## src/rtl/qexp_pkg.sv

```systemverilog
package qexp_pkg;

    typedef enum logic [1:0] {
        PH_ONE  = 2'd0,
        PH_LIN  = 2'd1,
        PH_PROD = 2'd2
    } phase_e;

    // number of elements in the expanded vector
    function automatic int num_terms(input int d);
        return 1 + (d * (d + 3)) / 2;
    endfunction

    // width able to hold values 0..n-1 (at least one bit)
    function automatic int sel_width(input int n);
        return (n > 1) ? $clog2(n) : 1;
    endfunction

endpackage

```

## src/rtl/qexp_mul.sv

```systemverilog
module qexp_mul #(
    parameter int W      = 12,
    parameter int FRAC_W = 8
) (
    input  logic signed [W-1:0] a_i,
    input  logic signed [W-1:0] b_i,
    output logic signed [W-1:0] y_o
);
    localparam int PW = 2 * W;
    localparam logic signed [PW-1:0] MAXV = {{(W+1){1'b0}}, {(W-1){1'b1}}};
    localparam logic signed [PW-1:0] MINV = {{(W+1){1'b1}}, {(W-1){1'b0}}};

    logic signed [PW-1:0] a_ext, b_ext, prod, scaled;

    always_comb begin
        a_ext  = {{W{a_i[W-1]}}, a_i};
        b_ext  = {{W{b_i[W-1]}}, b_i};
        prod   = a_ext * b_ext;
        scaled = prod >>> FRAC_W;
        if (scaled > MAXV)      y_o = MAXV[W-1:0];
        else if (scaled < MINV) y_o = MINV[W-1:0];
        else                    y_o = scaled[W-1:0];
    end

    // an out-of-range product must land on the matching bound
    always_comb begin
        if (scaled > MAXV)
            assert_no_overflow_R4: assert (y_o == MAXV[W-1:0]);
        if (scaled < MINV)
            assert_no_underflow_R4: assert (y_o == MINV[W-1:0]);
    end

endmodule

```

## src/rtl/qexp_seq.sv

```systemverilog
module qexp_seq
    import qexp_pkg::*;
#(
    parameter int DIM   = 4,
    parameter int IDX_W = 4,
    parameter int SEL_W = 2
) (
    input  logic             clk,
    input  logic             rst,
    input  logic             launch_i,
    input  logic             ready_i,
    output logic             busy_o,
    output phase_e           phase_o,
    output logic [SEL_W-1:0] a_o,
    output logic [SEL_W-1:0] b_o,
    output logic [IDX_W-1:0] idx_o,
    output logic             last_o
);
    localparam int H = num_terms(DIM);
    localparam logic [SEL_W-1:0] TOP = SEL_W'(DIM - 1);
    localparam logic [IDX_W-1:0] END_IDX = IDX_W'(H - 1);

    logic fire;
    assign fire   = busy_o && ready_i;
    assign last_o = busy_o && (idx_o == END_IDX);

    always_ff @(posedge clk) begin
        if (rst) begin
            busy_o  <= 1'b0;
            phase_o <= PH_ONE;
            a_o     <= '0;
            b_o     <= '0;
            idx_o   <= '0;
        end else if (!busy_o) begin
            if (launch_i) begin
                busy_o  <= 1'b1;
                phase_o <= PH_ONE;
                a_o     <= '0;
                b_o     <= '0;
                idx_o   <= '0;
            end
        end else if (fire) begin
            idx_o <= idx_o + 1'b1;
            unique case (phase_o)
                PH_ONE: begin
                    phase_o <= PH_LIN;
                    a_o     <= '0;
                end
                PH_LIN: begin
                    if (a_o == TOP) begin
                        phase_o <= PH_PROD;
                        a_o     <= '0;
                        b_o     <= '0;
                    end else begin
                        a_o <= a_o + 1'b1;
                    end
                end
                default: begin
                    if (b_o == TOP) begin
                        if (a_o == TOP) begin
                            busy_o <= 1'b0;
                            idx_o  <= '0;
                        end else begin
                            a_o <= a_o + 1'b1;
                            b_o <= a_o + 1'b1;
                        end
                    end else begin
                        b_o <= b_o + 1'b1;
                    end
                end
            endcase
        end
    end

    // a stalled element holds its position
    assert_hold_R6: assert property (@(posedge clk) disable iff (rst)
        (busy_o && !ready_i) |=> (busy_o && $stable(idx_o) && $stable(a_o) && $stable(b_o)));

    // index steps by one per handshake inside a stream
    assert_index_step_R5: assert property (@(posedge clk) disable iff (rst)
        (fire && !last_o) |=> (busy_o && idx_o == $past(idx_o) + 1'b1));

    // the stream stops right after its last handshake
    assert_stream_end_R5: assert property (@(posedge clk) disable iff (rst)
        (fire && last_o) |=> !busy_o);

    // the index-based last flag agrees with the pair counters
    assert_last_pair_R5: assert property (@(posedge clk) disable iff (rst)
        last_o |-> (phase_o == PH_PROD && a_o == TOP && b_o == TOP));

    // the inner index never falls below the outer one
    assert_pair_order_R3: assert property (@(posedge clk) disable iff (rst)
        (busy_o && phase_o == PH_PROD) |-> (b_o >= a_o));

endmodule

```

## src/rtl/qexp_stream.sv

```systemverilog
module qexp_stream
    import qexp_pkg::*;
#(
    parameter int DIM    = 4,
    parameter int INT_W  = 4,
    parameter int FRAC_W = 8,
    localparam int W     = INT_W + FRAC_W,
    localparam int H     = num_terms(DIM),
    localparam int IDX_W = sel_width(H)
) (
    input  logic                  clk,
    input  logic                  rst,
    input  logic                  start_i,
    input  logic [DIM*W-1:0]      x_i,
    input  logic                  ready_i,
    output logic                  valid_o,
    output logic signed [W-1:0]   data_o,
    output logic [IDX_W-1:0]      index_o,
    output logic                  last_o
);
    localparam int SEL_W = sel_width(DIM);
    localparam logic signed [W-1:0] ONE = W'(1) << FRAC_W;

    logic signed [W-1:0] x_q [DIM];
    logic                busy, launch;
    phase_e              phase;
    logic [SEL_W-1:0]    sel_a, sel_b;
    logic signed [W-1:0] op_a, op_b, prod;

    assign launch = start_i && !busy;

    for (genvar k = 0; k < DIM; k++) begin : g_cap
        always_ff @(posedge clk) begin
            if (rst)         x_q[k] <= '0;
            else if (launch) x_q[k] <= x_i[k*W +: W];
        end
    end

    qexp_seq #(
        .DIM   (DIM),
        .IDX_W (IDX_W),
        .SEL_W (SEL_W)
    ) i_seq (
        .clk      (clk),
        .rst      (rst),
        .launch_i (launch),
        .ready_i  (ready_i),
        .busy_o   (busy),
        .phase_o  (phase),
        .a_o      (sel_a),
        .b_o      (sel_b),
        .idx_o    (index_o),
        .last_o   (last_o)
    );

    assign op_a = x_q[sel_a];
    assign op_b = x_q[sel_b];

    qexp_mul #(
        .W      (W),
        .FRAC_W (FRAC_W)
    ) i_mul (
        .a_i (op_a),
        .b_i (op_b),
        .y_o (prod)
    );

    assign valid_o = busy;

    always_comb begin
        if (!busy) data_o = '0;
        else begin
            unique case (phase)
                PH_ONE:  data_o = ONE;
                PH_LIN:  data_o = op_a;
                default: data_o = prod;
            endcase
        end
    end

    // an accepted start opens a stream at element 0
    assert_launch_R1: assert property (@(posedge clk) disable iff (rst)
        launch |=> (valid_o && index_o == '0 && data_o == ONE));

    // a start during a stream leaves captured samples untouched
    assert_ignore_start_R7: assert property (@(posedge clk) disable iff (rst)
        (valid_o && start_i) |=> (valid_o || $past(last_o && ready_i)) && $stable(x_q[0]));

    // stalled outputs stay put
    assert_stall_data_R6: assert property (@(posedge clk) disable iff (rst)
        (valid_o && !ready_i) |=> (valid_o && $stable(data_o) && $stable(last_o)));

endmodule

```

## config.mk

```make
export PLATFORM = sky130hd
export DESIGN_NAME = qexp_stream
export DESIGN_NICKNAME = d
export VERILOG_FILES = /design/src/rtl/qexp_pkg.sv /design/src/rtl/qexp_mul.sv /design/src/rtl/qexp_seq.sv /design/src/rtl/qexp_stream.sv
export SDC_FILE = /design/constraint.sdc
export NUM_CORES = 1
export LEC_CHECK = 0
export BUFFER_PORTS_ARGS = -buffer_cell sky130_fd_sc_hd__buf_4
export CAP_MARGIN = 20
export CORE_ASPECT_RATIO = 0.5
export CORE_MARGIN = 2
export CORE_UTILIZATION = 40
export CTS_BUF_LIST = sky130_fd_sc_hd__clkbuf_8
export DETAILED_ROUTE_END_ITERATION = 10
export PLACE_DENSITY = 0.65
export SYNTH_ARGS = -nofsm -noshare
export SYNTH_HDL_FRONTEND = slang
export SYNTH_SLANG_ARGS = --single-unit
```

## constraint.sdc

```tcl
create_clock -name clk -period 10.9 [get_ports clk]
set_clock_uncertainty 0.15 [all_clocks]
set_input_delay 0 -clock clk [delete_from_list [all_inputs] [get_ports clk]]
set_output_delay 0 -clock clk [all_outputs]
set_load 0.03 [all_outputs]
```

==> results of run 1 <==
## worst register-to-register path, stage by stage, from the launching register on
cell and delay, ns:
dfxtp_1 0.39, ha_1 0.27, nand3_1 0.15, o22ai_1 0.13
dlygate4sd3_1 0.56, nor2_1 0.04, dlygate4sd3_1 0.54
## metrics by stage
stage | hold WS (ns) | instance area, um2
6_report | 0.333 | 10200
5_1_grt | 0.344 | 10200
4_1_cts | 0.313 | 10100
3_5_place_dp | 0.122 | 9390
3_3_place_gp | 0.124 | 9390
2_1_floorplan | 0.00292 | 8650
## final cells by class
cell class	count	share of cell area, %
Multi-Input combinational cell	582	59.6
Sequential cell	63	17.1
Tap cell	292	3.60
Clock inverter	7	0.948
Clock buffer	9	1.22
Timing Repair Buffer	125	10.7
Inverter	184	6.80
## flip-flops by register name (all words and copies together) (netlist names), named ones only
register	cells
i_seq.idx_o	4
i_seq.busy_o	1
x_q	48
i_seq.phase_o	2
i_seq.b_o	2
i_seq.a_o	2
## layer usage
metal	vias to the layer above	share of wire, %	track usage [%]	routed length [um]
met2	170	49	33.4	9960
met4	0	2.6	6.19	524
met5	-	0	0	0
met1	3150	43	25.1	8690
met3	29	6.0	2.85	1230
li1	2922	-	-	-
## report_power, final
part | internal (uW) | switching [uW]
combinational | 397 | 615
clock | 129 | 91.7
sequential | 275 | 12.7
## cell usage after synthesis, types with 4 or more instances
cell type / instances / area share, %
ha_1: 52 / 7.5
a221o_1: 9 / 1.0
a21o_1: 6 / 0.52
nor3_1: 6 / 0.35
xnor2_1: 16 / 1.6
xor2_1: 7 / 0.71
nand3_1: 8 / 0.46
o21ai_0: 14 / 0.81
fa_1: 136 / 31
mux2i_1: 4 / 0.46
clkbuf_1: 34 / 1.5
a21oi_1: 16 / 0.93
dfxtp_1: 15 / 3.5
edfxtp_1: 48 / 17
nor2b_1: 4 / 0.29
inv_1: 184 / 8.0
mux4_2: 23 / 6.0
or2_2: 5 / 0.36
nand2b_1: 4 / 0.29
and2_1: 89 / 6.4
a211oi_1: 4 / 0.35
and3_1: 5 / 0.36
nand2_1: 105 / 4.6
nor2_1: 32 / 1.4
## kinds of logic after synthesis
kind of cell / Yosys count
xor gates and xnor gates: 23
DFF: 63
and+or+nand+nor: 264
AOI/OAI and AO/OA: 79
muxes: 28
adders and majority gates: 188
buffers and inverters: 223
## what timing repair did
item                       in CTS  in global routing
setup buffers                   0                  0
hold endpoints to repair       62                  0
hold buffers                   53                  0
setup endpoints to repair       0                  0
## worst max-delay path by stage
stage                            end
after global routing      data_o[10]
after detailed placement   data_o[7]
final                      data_o[9]
after global placement    data_o[10]
after CTS                  data_o[7]
after floorplan            data_o[8]
==> results.cfg, run 1 <==
[global_route]
grt_overflow = 0
grt_first_pass_wirelength_mm = 34.0
grt_max_degree = 50
grt_use_total_pct = 19.3
grt_antenna_before_repair = 0
grt_pass1_vias = 6737

[finish]
final_nets = 1205
final_common_cell = inv_1
area_growth_pct = 17.5
fin_util_pct = 48.7
fin_cells = 1262
n_fill_cell = 1905
drive_above_1_share_pct = 13.9
seq_area_mm2 = 0.00174
antennaDiodeCount = 0
multi_input_area_mm2 = 0.00606
final_cell_mix = inv_1, fa_1, nand2_1

[cts]
clock-sinks = 63
insertion_delay_ns = 0.33
cts_resized = 0
cts_tree = done
cts_buffers = 9
root_buffer = clkbuf_8
clk_pin_slew_ns = 0.07
clock_path_buffers = 2
htree_levels = 3

[worst_setup_path]
worst-path-stages = 20
crit_buf_inv = 4
slowest_stage = dfxtp_1
timing.rr.start = i_seq.a_o[0]
worst-r2r-setup-slack_ns = 8.57
path_max_fanout = 12
critPathTopFamily = adder cells
cp_common_cell = fa_1
reg2reg_depth = 6
timing_worst_setup_path_type = reg2out
cp.required_ns = 10.75
cp-start-kind = flip-flop
worst_path_largest_cell_delay_ns = 0.82
worstReg2RegEnd = i_seq.busy_o
path_cells = mux4_2 -> or2_2 -> fa_1 -> fa_1 -> inv_1 -> fa_1 -> fa_1 -> inv_1 -> fa_1 -> inv_1 -> ha_1 -> a21o_1 -> a21o_1 -> a41o_2 -> o21ai_2 -> o211ai_2 -> o311ai_2 -> and2_1 -> a221o_1 -> buf_4
end_kind = output pin
critPathArrivalTime_ns = 7.56

[power]
p_leak_uw = 0.00474
total_power_uw = 1520
power_density_mw_per_mm2 = 150
vdd_drop_max_uv = 96.6

[timing]
relSlewSlack_pct = 44.3
slew_violations = 0
fin_tns_setup_ns = 0
fin_crit_sh_pct = 70.7
final-setup-viol-count = 0
period_needed_ns = 7.71
max_freq_ghz = 0.130
final-hold-violation-count = 0
rsz0062_at_grt = false
layout_setup_ws_ns = 3.19
worst_slew_pin_slew_ns = 0.834

[synthesis]
async_reset_ff_share_pct = 0
ys_warn_count = 0
synthMuxAreaShare_pct = 6.58
synthAdderAreaFrac_pct = 39.0
synth-edff-count = 48
synth_compound_area_share_pct = 7.03
ys_seq_elements = 63
ys_seq_area_share_pct = 20.1
synth-xor-area-share_pct = 2.33
synth_area_mm2 = 0.00865
synth_top_family_by_area = adder cells
avgSynthCellArea_um2 = 9.96
yosysUniqueCellTypes = 56
syn-num-nets = 1108
synthSimpleGateAreaFrac_pct = 15.1
synthesis.instances = 868
ys.flop_type = edfxtp_1

[hold_path]
min_from = x_i[4]
hold_depth = 3
holdPathEnd = x_q[0][4]
hp-class = in2reg

[route]
viasPerCell = 4.97
antenna_left = 0
drt-initial-drc-count = 417
post_drt_wl_per_cell_um = 16.2
first_pass_iters = 5
wl_mm = 20.4
vias = 6271
drc = 0

[placement]
post-place-ws_ns = 3.50
numPortBuffers = 69
dp_hpwl_mm = 16.3
gp_congestion = 0.872
post-place-cells = 1192

[die]
die_y_um = 108
io_pins = 70
initial_utilization_pct = 41.4
fp.dieW_um = 212
core_mm2 = 0.0209
fp.dieArea_mm2 = 0.0229
rows = 37

[job]
drv_cap = 0

[run_status]
run_status = completed
Power figures use the tool's default switching activity.
==> inputs of run 2 (changes only) <==
--- a/config.mk
+++ b/config.mk
@@ -12,7 +12,7 @@
 export CORE_UTILIZATION = 40
 export CTS_BUF_LIST = sky130_fd_sc_hd__clkbuf_8
 export DETAILED_ROUTE_END_ITERATION = 10
-export PLACE_DENSITY = 0.65
+export PLACE_DENSITY = 0.67
 export SYNTH_ARGS = -nofsm -noshare
 export SYNTH_HDL_FRONTEND = slang
 export SYNTH_SLANG_ARGS = --single-unit
==> constraint.sdc (replaced) <==
create_clock -name clk -period 6.8 [get_ports clk]
set_clock_uncertainty 0.15 [all_clocks]
set_input_delay 0 -clock clk [delete_from_list [all_inputs] [get_ports clk]]
set_output_delay 0 -clock clk [all_outputs]
set_load 0.03 [all_outputs]
==> results.cfg, run 2 (same netlist as run 1, synthesis figures left out) <==
[timing]
fin_crit_sh_pct = 99.1
final-hold-violation-count = 0
relSlewSlack_pct = 49.4
layout_setup_ws_ns = 0.0629
worst_slew_pin_slew_ns = 0.757
rsz0062_at_grt = true
max_freq_ghz = 0.148
fin_tns_setup_ns = 0
final-setup-viol-count = 0
period_needed_ns = 6.74
slew_violations = 0

[finish]
fin_cells = 1335
final_common_cell = inv_1
final_cell_mix = inv_1, fa_1, buf_4
antennaDiodeCount = 0
largest_reg_flops = 48
top_regs = x_q (48), i_seq.idx_o (4)
drive_above_1_share_pct = 27.4
final_nets = 1278
fin_util_pct = 54.3
design_area_mm2 = 0.0113
top_register = x_q
area_growth_pct = 31.2

[route]
vias = 6722
viasPerCell = 5.04
drt-initial-drc-count = 374
drc = 0
post_drt_wl_per_cell_um = 16.5
first_pass_iters = 5
antenna_left = 0
wl_mm = 22.1

[die]
rows = 37
core_mm2 = 0.0209
die_y_um = 108
initial_utilization_pct = 41.4
fp.dieArea_mm2 = 0.0229
io_pins = 70
fp.dieW_um = 212

[cts]
root_buffer = clkbuf_8
clock_path_buffers = 2
htree_levels = 3
clk_pin_slew_ns = 0.07
cts_tree = done
cts_buffers = 9
insertion_delay_ns = 0.35
clock-sinks = 63

[placement]
gp_congestion = 0.912
post-place-cells = 1220
numPortBuffers = 69
post_dp_cell_area_mm2 = 0.00961
dp_hpwl_mm = 16.7
post-place-ws_ns = -0.000184

[global_route]
grt_pass1_vias = 7120
grt_first_pass_wirelength_mm = 35.7
grt_overflow = 0
grt_max_degree = 50
grt_use_total_pct = 20.1
grt_antenna_before_repair = 0

[worst_setup_path]
cp.required_ns = 6.65
reg2reg_depth = 7
critPathArrivalTime_ns = 6.59
cp-start-kind = flip-flop
end_kind = output pin
timing.rr.start = i_seq.a_o[0]
timing_worst_setup_path_type = reg2out
worst-r2r-setup-slack_ns = 4.78
path_max_fanout = 6
worstReg2RegEnd = i_seq.idx_o[0]

[hold_path]
min_from = x_i[34]
holdPathEnd = x_q[2][10]
hold_depth = 3
hp-class = in2reg

[job]
drv_cap = 0

[power]
vdd_drop_max_uv = 303
p_leak_uw = 0.00517
power_density_mw_per_mm2 = 279

[run_status]
run_status = completed
-- run 2: critical path, stage by stage (launching register included) --
cell and delay (ns):
dfxtp_4 0.39, buf_16 0.13, buf_4 0.11, mux4_2 0.52, buf_6 0.16, and2_4 0.14, fa_1 0.54, fa_1 0.44
fa_1 0.52, fa_1 0.54, inv_1 0.05, fa_1 0.48, inv_1 0.06, ha_4 0.23, a21o_1 0.16, a31o_1 0.22
a31oi_4 0.23, o31ai_4 0.13, xnor2_2 0.17, o311ai_4 0.39, buf_6 0.18, and3_4 0.19, a211o_1 0.12, buf_6 0.13
-- run 2: metrics by stage --
step	total power [uW]	hold slack [ns]
finish	3160	0.318
global route	3400	0.314
CTS	2690	0.300
detailed placement	2150	0.122
global placement	2110	0.130
floorplan	1660	0.00292
-- run 2: where the power goes --
part	leakage [uW]	total, uW	internal [uW]	switching, uW
clock	0.0000924	314	166	148
combinational	0.00443	2390	1060	1330
sequential	0.000642	455	439	15.5
total	0.00517	3160	1670	1490
-- run 2: area by class of cell --
cell class	count	area, um2
tap	292	365
inverter	184	691
timing repair buffer	197	1770
clock inverter	7	66.3
clock buffer	9	124
sequential	63	1750
fill	1760	9530
multi-input combinational	583	6580
-- run 2: layer usage --
metal / up-vias / wire [um] / GRT usage, %
met5: - / 0 / 0
met4: 0 / 549 / 6.39
met3: 55 / 1810 / 4.24
met2: 289 / 10700 / 34.3
met1: 3307 / 9070 / 26.0
li1: 3071 / - / -
-- run 2: worst max path at each step --
stage          startpoint    endpoint  slack, ns  cells past startpoint
2_1_floorplan   flip-flop   data_o[8]       0.08                     22
3_3_place_gp    flip-flop  data_o[10]       0.10                     21
3_5_place_dp    flip-flop  data_o[10]    -0.0002                     21
4_1_cts         flip-flop   data_o[8]      0.006                     23
5_1_grt         flip-flop   data_o[8]      -0.12                     23
6_report        flip-flop   data_o[4]       0.06                     23
-- run 2: what timing repair did --
action	CTS	global route
setup buffers	27	17
hold buffers	52	0
setup endpoints to repair	11	11
gates resized for setup	47	94
hold endpoints to repair	62	0
gates cloned	1	1
pin swaps	20	78
==> inputs of run 3 (changes only) <==
--- a/config.mk
+++ b/config.mk
@@ -7,12 +7,12 @@
 export LEC_CHECK = 0
 export BUFFER_PORTS_ARGS = -buffer_cell sky130_fd_sc_hd__buf_4
 export CAP_MARGIN = 20
-export CORE_ASPECT_RATIO = 0.5
 export CORE_MARGIN = 2
 export CORE_UTILIZATION = 40
 export CTS_BUF_LIST = sky130_fd_sc_hd__clkbuf_8
 export DETAILED_ROUTE_END_ITERATION = 10
 export PLACE_DENSITY = 0.67
+export REMOVE_ABC_BUFFERS = 1
 export SYNTH_ARGS = -nofsm -noshare
 export SYNTH_HDL_FRONTEND = slang
 export SYNTH_SLANG_ARGS = --single-unit
==> results.cfg, run 3 (same netlist as run 1, synthesis figures left out) <==
[run_status]
run_status = completed

[worst_setup_path]
timing.rr.start = i_seq.a_o[0]
worst-r2r-setup-slack_ns = 4.71
reg2reg_depth = 7
path_max_fanout = 6
slowest_stage = mux4_2
worst_path_largest_cell_delay_ns = 0.61
end_kind = output pin
cp.required_ns = 6.65
timing_worst_setup_path_type = reg2out
critPathArrivalTime_ns = 6.54
cp-start-kind = flip-flop
worstReg2RegEnd = i_seq.idx_o[1]
crit_end = data_o[8]

[global_route]
grt_use_total_pct = 19.5
grtUsageMet1_pct = 24.9
grt_max_degree = 50
grt_pass1_vias = 7016
grt_overflow = 0
grt_first_pass_wirelength_mm = 34.6
grt_antenna_before_repair = 0
met2_usage_pct = 34.6
use_met3_pct = 2.38
grt_most_used_layer = met2

[hold_path]
hold_depth = 3
hp-class = in2reg
min_from = x_i[29]

[finish]
top_register = x_q
drive_above_1_share_pct = 26.7
final_cell_mix = inv_1, fa_1, buf_4
antennaDiodeCount = 0
fin_cells = 1327
largest_reg_flops = 48
top_regs = x_q (48), i_seq.idx_o (4)
fin_util_pct = 53.5
final_nets = 1287
area_growth_pct = 30.4
final_common_cell = inv_1

[timing]
final-hold-violation-count = 0
rsz0062_at_grt = true
relSlewSlack_pct = 49.3
max_freq_ghz = 0.150
fin_tns_setup_ns = 0
final-setup-viol-count = 0
period_needed_ns = 6.69
worst_slew_pin_slew_ns = 0.759
slew_violations = 0
fin_crit_sh_pct = 98.3

[die]
core_mm2 = 0.0211
fp.dieW_um = 151
rows = 53
die_y_um = 151
io_pins = 70
fp.dieArea_mm2 = 0.0228
initial_utilization_pct = 41.0

[cts]
root_buffer = clkbuf_8
clock_path_buffers = 2
clk_pin_slew_ns = 0.07
insertion_delay_ns = 0.34
htree_levels = 3
clock-sinks = 63
cts_tree = done
cts_buffers = 9

[route]
viasPerCell = 5.08
antenna_left = 0
first_pass_iters = 5
drt-initial-drc-count = 408
post_drt_wl_per_cell_um = 16.2
wl_mm = 21.5
vias = 6741
drc = 0

[placement]
post-place-cells = 1205
gp_congestion = 0.849
dp_hpwl_mm = 16.2
numPortBuffers = 69

[power]
vdd_drop_max_uv = 165
p_leak_uw = 0.00520
power_density_mw_per_mm2 = 247

[job]
drv_cap = 0
## run 3: where the power goes
part / switching, uW / total (uW) / internal [uW] / leakage (uW)
sequential: 15.9 / 455 / 439 / 0.000642
combinational: 1130 / 2060 / 936 / 0.00447
clock: 142 / 271 / 128 / 0.0000862
total: 1280 / 2790 / 1500 / 0.00520
## run 3: worst min path at each step
| stage | to | slack, ns |
|---|---|---|
| detailed placement | x_q[3][10] | 0.13 |
| global placement | i_seq.busy_o | 0.12 |
| finish | x_q[2][5] | 0.33 |
| global route | x_q[2][3] | 0.33 |
| floorplan | i_seq.idx_o[3] | -0.08 |
| CTS | x_q[3][10] | 0.31 |
## run 3: repair_timing
item | in CTS | in global routing
setup endpoints to repair | 11 | 12
pin swaps | 6 | 51
endpoints found under the hold margin | 62 | 0
gates cloned | 1 | 2
hold buffers | 52 | 0
buffers inserted | 15 | 35
gates resized for setup | 28 | 92
## run 3: metrics by stage
step | setup slack (ns) | total power (uW) | hold WS, ns | cell area (um2)
floorplan | -0.311 | 1650 | -0.0779 | 8490
global placement | 0.227 | 2080 | 0.117 | 9620
detailed placement | 0.169 | 2100 | 0.134 | 9620
CTS | 0.00146 | 2500 | 0.312 | 10600
global route | -0.121 | 3050 | 0.332 | 11300
finish | 0.113 | 2790 | 0.328 | 11300
## run 3: area by class of cell
type                            instances  area [um2]
Clock inverter                          7        40.0
Clock buffer                            9         124
Timing Repair Buffer                  207        1900
Multi-Input combinational cell        582        6420
Inverter                              184         691
Fill cell                            1787        9810
Sequential cell                        63        1750
Tap cell                              275         344
## run 3: layer usage
| layer | share of wire [%] | wire, um |
|---|---|---|
| met1 | 41 | 8820 |
| met5 | 0 | 0 |
| met2 | 50 | 10600 |
| met4 | 3.7 | 787 |
| met3 | 5.7 | 1220 |
## run 3: critical path: cells and delay by family, from the launching register on
kind	cells	cell delay [ns]
adders and majority gates	6	2.78
and+or+nand+nor	2	0.21
AOI/OAI and AO/OA	7	1.38
DFF	1	0.39
muxes	1	0.61
buffers and inverters	9	0.82
